==> src/rtl/deser16_pkg.sv <==
package deser16_pkg;

    // Number of lane shift registers and the length of each one.
    parameter int unsigned LANE_SR_NUM = 4;
    parameter int unsigned LANE_SR_LEN = 4;
    localparam int unsigned WORD_W     = LANE_SR_NUM * LANE_SR_LEN;

    // State of a divide-by-four stage.
    typedef enum logic [1:0] {
        PH_0 = 2'd0,
        PH_1 = 2'd1,
        PH_2 = 2'd2,
        PH_3 = 2'd3
    } quarter_e;

endpackage

==> src/rtl/deser16_div4.sv <==
module deser16_div4
    import deser16_pkg::*;
(
    input  logic     clk,
    input  logic     rst,
    input  logic     adv,
    output quarter_e phase,
    output logic     wrap
);

    quarter_e state_q;
    quarter_e state_d;

    // State register: reset parks in PH_3 so the first advance enters PH_0.
    always_ff @(posedge clk) begin
        if (rst) begin
            state_q <= PH_3;
        end else begin
            state_q <= state_d;
        end
    end

    // Next-state logic.
    always_comb begin
        state_d = state_q;
        if (adv) begin
            unique case (state_q)
                PH_0: state_d = PH_1;
                PH_1: state_d = PH_2;
                PH_2: state_d = PH_3;
                PH_3: state_d = PH_0;
            endcase
        end
    end

    assign phase = state_q;
    assign wrap  = adv && (state_q == PH_3);

endmodule

==> src/rtl/deser16_lane_sr.sv <==
module deser16_lane_sr #(
    parameter int unsigned LEN = 4
) (
    input  logic           clk,
    input  logic           rst,
    input  logic           shift_en,
    input  logic           din,
    output logic [LEN-1:0] q
);

    // The oldest bit ends up in q[LEN-1]; new bits enter at q[0].
    always_ff @(posedge clk) begin
        if (rst) begin
            q <= '0;
        end else if (shift_en) begin
            q <= {q[LEN-2:0], din};
        end
    end

endmodule

==> src/rtl/deser16_twostage.sv <==
module deser16_twostage
    import deser16_pkg::*;
(
    input  logic        sclk,
    input  logic        rst,
    input  logic        sdata,
    output logic [15:0] pdata,
    output logic        pclk
);

    logic                   cap_q;
    quarter_e               bit_ph;
    logic                   bit_wrap;
    quarter_e               word_ph;
    logic                   word_wrap;
    logic                   load;
    logic                   pclk_rise;
    logic [WORD_W-1:0]      word_d;
    logic [LANE_SR_LEN-1:0] lane_q [LANE_SR_NUM];

    // Input capture flop.
    always_ff @(posedge sclk) begin
        if (rst) begin
            cap_q <= 1'b0;
        end else begin
            cap_q <= sdata;
        end
    end

    // First divider: steps every serial clock and selects the lane register.
    deser16_div4 u_bit_div (
        .clk   (sclk),
        .rst   (rst),
        .adv   (1'b1),
        .phase (bit_ph),
        .wrap  (bit_wrap)
    );

    // Second divider: steps once per turn of the first.
    deser16_div4 u_word_div (
        .clk   (sclk),
        .rst   (rst),
        .adv   (bit_wrap),
        .phase (word_ph),
        .wrap  (word_wrap)
    );

    // Lane shift registers. Register r takes received bits r, r+N, r+2N, ...
    for (genvar r = 0; r < LANE_SR_NUM; r++) begin : g_lane
        deser16_lane_sr #(
            .LEN (LANE_SR_LEN)
        ) u_sr (
            .clk      (sclk),
            .rst      (rst),
            .shift_en (bit_ph == quarter_e'(2'(r))),
            .din      (cap_q),
            .q        (lane_q[r])
        );
        // Received bit j = r + N*i sits at lane_q[r][LEN-1-i] and goes to word bit 15-j.
        for (genvar i = 0; i < LANE_SR_LEN; i++) begin : g_bit
            assign word_d[WORD_W-1-r-LANE_SR_NUM*i] = lane_q[r][LANE_SR_LEN-1-i];
        end
    end

    assign load      = (bit_ph == PH_0) && (word_ph == PH_0);
    assign pclk_rise = (bit_ph == PH_0) && (word_ph == PH_2);

    // Output process: word register and parallel clock.
    always_ff @(posedge sclk) begin
        if (rst) begin
            pdata <= '0;
            pclk  <= 1'b1;
        end else if (load) begin
            pdata <= word_d;
            pclk  <= 1'b0;
        end else if (pclk_rise) begin
            pclk  <= 1'b1;
        end
    end

    // The second divider's wrap marks a word end; only its phase is needed here.
    logic unused_wrap;
    assign unused_wrap = word_wrap;

endmodule

==> config.mk <==
export PLATFORM = sky130hd
export DESIGN_NAME = deser16_twostage
export DESIGN_NICKNAME = d
export VERILOG_FILES = /design/src/rtl/deser16_pkg.sv /design/src/rtl/deser16_div4.sv /design/src/rtl/deser16_lane_sr.sv /design/src/rtl/deser16_twostage.sv
export SDC_FILE = /design/constraint.sdc
export NUM_CORES = 1
export LEC_CHECK = 0
export ABC_AREA = 1
export BUFFER_PORTS_ARGS = -buffer_cell sky130_fd_sc_hd__buf_2
export CORE_AREA = 4 4 58 60
export DETAILED_ROUTE_END_ITERATION = 8
export DIE_AREA = 0 0 62 64
export PLACE_DENSITY = 0.77
export SLEW_MARGIN = 10
export SYNTH_ARGS = -nofsm -noshare
export SYNTH_HDL_FRONTEND = slang
export SYNTH_SLANG_ARGS = --single-unit
==> constraint.sdc <==
create_clock -name sclk -period 1.43 [get_ports sclk]
set_input_delay 0.0715 -clock sclk [delete_from_list [all_inputs] [get_ports sclk]]
set_output_delay 0.0715 -clock sclk [all_outputs]
set_load 0.02 [all_outputs]
Word-level counts from Yosys, hierarchy flattened
Cells that the tools add are included.
- flip-flop bits (word level): 38
- input port bits: 3
- output and inout port bits: 17
- logic and storage cells: 24
- equal/unequal tests: 6
- mux-type cells: 4
- reduce and logical (&&, ||, !) cells: 5
- operators with widths (kind ; number):
    2-bit one-hot mux with 4 select lines ; 2
    2-bit == test, second input constant ; 4
    2-bit by 1-bit == test with 1-bit output, second input constant ; 2
    2-bit zero test ; 2
    1-bit logical AND ; 2
    1-bit 2-to-1 mux ; 2
    2-bit nonzero test ; 1

Depth between registers and ports, before layout
- depth after elaboration: 4
- mapped depth: 8

By module
Synthesis repeated with hierarchy kept, for this count alone.
- cell total of the unflattened synthesis: 258
- area total of the unflattened synthesis: 1801.7 sq um
- by module, submodules not included (module ; instances ; cells an instance ; area an instance (sq um)):
    deser16_twostage ; 1 ; 122 ; 848.3
    deser16_lane_sr ; 4 ; 26 ; 175.2
    deser16_div4 ; 2 ; 16 ; 126.4

Worst setup path after synthesis
OpenSTA, ideal clock, no wires.
- path kind: register to register
- start: reg u_word_div.state_q[0], in the netlist u_word_div.phase[0]
- end: reg pdata[10]
- arrival time: 1.043 ns
- slack: 0.274 ns
- stages on the path, launching flop included: 9
- path buffers: 2
- clock period less this slack: 1.156 ns
- cell sequence: dfxtp_1 -> inv_1 -> ha_1 -> buf_4 -> nand2_4 -> buf_6 -> nand2_1 -> nand2_1 -> nor2_1
- longest elaborated chain between the ends: 2
- RTL lines (item ; RTL line ; RTL):
    start, declared ; deser16_div4.sv:11 ; quarter_e state_q;
    start signal, assigned ; deser16_div4.sv:19 ; state_q <= state_d;
    2-bit zero test ; deser16_twostage.sv:65 ; assign load = (bit_ph == PH_0) && (word_ph == PH_0);
    1-bit logical AND ; deser16_twostage.sv:65 ;
    end signal, assigned ; deser16_twostage.sv:74 ; pdata <= word_d;
    end, declared ; deser16_twostage.sv:7 ; output logic [15:0] pdata,
No other way between the ends.
A chain may end at the register's enable or synchronous reset.

Worst setup path after layout
- start: reg u_bit_div.state_q[0], in the netlist u_bit_div.phase[0]
- end: reg pdata[12]
- longest elaborated chain between the ends: 2
- RTL lines (item ; RTL line):
    start, declared ; deser16_div4.sv:11
    start signal, assigned ; deser16_div4.sv:19
    2-bit zero test ; deser16_twostage.sv:65
    1-bit logical AND ; deser16_twostage.sv:65
No other way between the ends.

==> results.md <==
* Outcome: finished, final reports clean
* Core area at 2928 um2
* CTS H-tree depth at 2
* Antenna-violating nets left at 0
* Fin crit share at 87.61%
* Die ar. at 3968 um2
* Max-cap violation count at 0
* Syn_nets at 214
* Synth cell types at 13
* Hold_sp: sdata
* Leakage Power at 0.0009698 uW
* FP Rows at 20
* R2R Path Start: u_bit_div.phase[0]
* Layout cells sized above 1 at 14.04%
* Commonest non-fill, non-tap cell in the layout: nor2_1
* Worst Hold Margin at 0.4770 ns
* Hold crit path type: primary input to flip-flop
* DRT iter0 DRCs at 51
* Worst slew pin tran at 0.3110 ns
* # fillers at 297
* Setup-failing EPs final at 0
* Vias at 1197
* Nets at 237
* Area Growth Syn to Fin at 13.68%
* Worst-path fanout max at 27
* DP HPWL at 1665 um
* Sw power at 620.5 uW
* FF/Latch Area at 760.7 um2
* Synth Instances at 204
* Critical path data arrival time at 1.49 ns
* Setup Skew at 0.005505 ns
* Clock network power share at 29.2%
* R2r setup slk at 0.18 ns
* Seq pwr share at 55.2%
* Logic gate share of total power at 15.6%
* Worst Setup Path Type: flip-flop to flip-flop
* Finished Layout Cells at 261
* Min Tclk post-route at 1.253 ns
* Most frequent cells in the layout: nor2_1 (62), dfxtp_1 (38), nand2_1 (34)
* Placed cell count at 251
* Die height at 64 um
* IO Pins at 20
* Synthesized flop and latch total at 38
* Vias per inst at 4.586
* Initial Util at 51.54%
* Register area share after synthesis at 50.41%
* Initial DRT Pass Iterations at 4
* Root Buffer: clkbuf_4
* Vias in the first global route at 1071
* Initial antenna violation count at 0
* Worst Setup Start Kind: flip-flop
* Synth Warn # at 0
* Final setup TNS at 0 ns
* Area of the multi-input gates at 603.1 um2
* Postcts setup bufs at 0
* Largest net degree at the start of global routing at 36
* Num CTS Buffers at 5
* Port buffer count at 19
* Synth Cell Area at 1509 um2
* Gpl congestion at 0.7579
* Unrepaired setup endpoints after global routing: no
* Internal cell power at 1642 uW
* Switching part of the total at 27.42%
* N_diodes at 0
* Setup crit end kind: flip-flop
* Total gr overflow at 0
* VDD IR max at 0.8671 mV
* Final Hold Viols at 0
* TritonCTS Sinks at 38
* Routed wire length at 2488 um
* Drt drc at 0
* Total track usage at 14.58%
* Clock Tree Buf Depth at 2
* CTS clk-pin slew, worst paths at 0.10 ns
* WL/cell at 9.533 um
* Power per cell area at 1319 nW/um2
* CTS tree: yes
* CP required at 1.67 ns
* Normalized max-slew margin at 79.27%
* Max Slew Vio Count at 0
* Skew-Pair Late Insertion Delay at 0.34 ns
* Worst Setup SP: u_bit_div.phase[0]
* Die width at 62 um
* Max Fclk at 0.7982 GHz
* Syn Area/Cell at 7.397 um2
* First-pass GRT wire length at 4347 um
[logic make-up after synthesis]
| logic type | share of synthesized area (%) |
|---|---|
| buffers and inverters | 9.784 |
| flip-flops | 50.41 |
| adder cells (fa/ha/maj) | 5.804 |
| AND/OR/NAND/NOR | 26.70 |
| AO/OA/AOI/OAI | 7.297 |
[critical path, stage by stage (launching register included)]
cell and delay (ns):
dfxtp_1 0.38, inv_1 0.07, ha_1 0.25, nand2_4 0.24
nand2_1 0.09, nand2_1 0.07, nor2_1 0.04
[synthesized netlist by cell type]
| master | instances | area share [%] |
|---|---|---|
| a21oi_1 | 4 | 1.3 |
| buf_2 | 4 | 1.3 |
| buf_4 | 2 | 0.99 |
| buf_6 | 1 | 0.75 |
| dfxtp_1 | 38 | 50 |
| ha_1 | 7 | 5.8 |
| inv_1 | 27 | 6.7 |
| nand2_1 | 34 | 8.5 |
| nand2_4 | 1 | 0.75 |
| nand3_1 | 5 | 1.7 |
| nor2_1 | 62 | 15 |
| o21ai_0 | 18 | 6.0 |
| or2_2 | 1 | 0.41 |
[final timing paths]
path,end,cells after the start
setup / recovery,pdata[12],6
setup reg to reg,pdata[12],6
hold reg to reg,pdata[14],2
hold / removal,cap_q,4
[power groups by stage]
stage	Combinational (uW)	Clock (uW)	Sequential [uW]
after floorplan	267	0	1270
after global placement	339	0	1270
after detailed placement	348	0	1270
after CTS	354	688	1250
after global routing	423	738	1270
final	354	660	1250
[routing by layer]
metal,vias up,share of wire (%),GRT usage (%)
met2,20,45,22.02
met3,7,3.7,4.848
met5,-,0,0
met4,0,2.4,7.162
li1,660,-,-
met1,510,48,18.09
[flip-flops by register name (all words and copies together) (netlist names)]
name / count
pclk: 1
pdata: 16
g_lane.u_sr.q: 16
u_bit_div.phase: 2
u_word_div.phase: 2
cap_q: 1
[final cells by class]
type / count / share of cell area, %
Sequential cell: 38 / 44.35
Inverter: 27 / 5.908
Timing Repair Buffer: 23 / 7.586
Clock buffer: 8 / 4.595
Multi-Input combinational cell: 132 / 35.16
Tap cell: 33 / 2.407
[repair_timing]
action                                 in CTS  in global routing
setup endpoints to repair                   0                  9
hold buffers                                2                  0
endpoints found under the hold margin       3                  0
resized for setup                           0                  1
[metrics by stage]
| step | power [uW] | setup WS [ns] | util, % | area (um2) |
|---|---|---|---|---|
| after floorplan | 1535 | 0.2744 | - | 1509 |
| after global placement | 1609 | 0.1974 | 55.13 | 1614 |
| after detailed placement | 1623 | 0.1218 | 55.13 | 1614 |
| after CTS | 2292 | 0.09873 | 58.50 | 1713 |
| after global routing | 2429 | 0.04606 | 58.59 | 1715 |
| final | 2263 | 0.1772 | 58.59 | 1715 |
No activity file was read; power rests on OpenSTA's default activity.
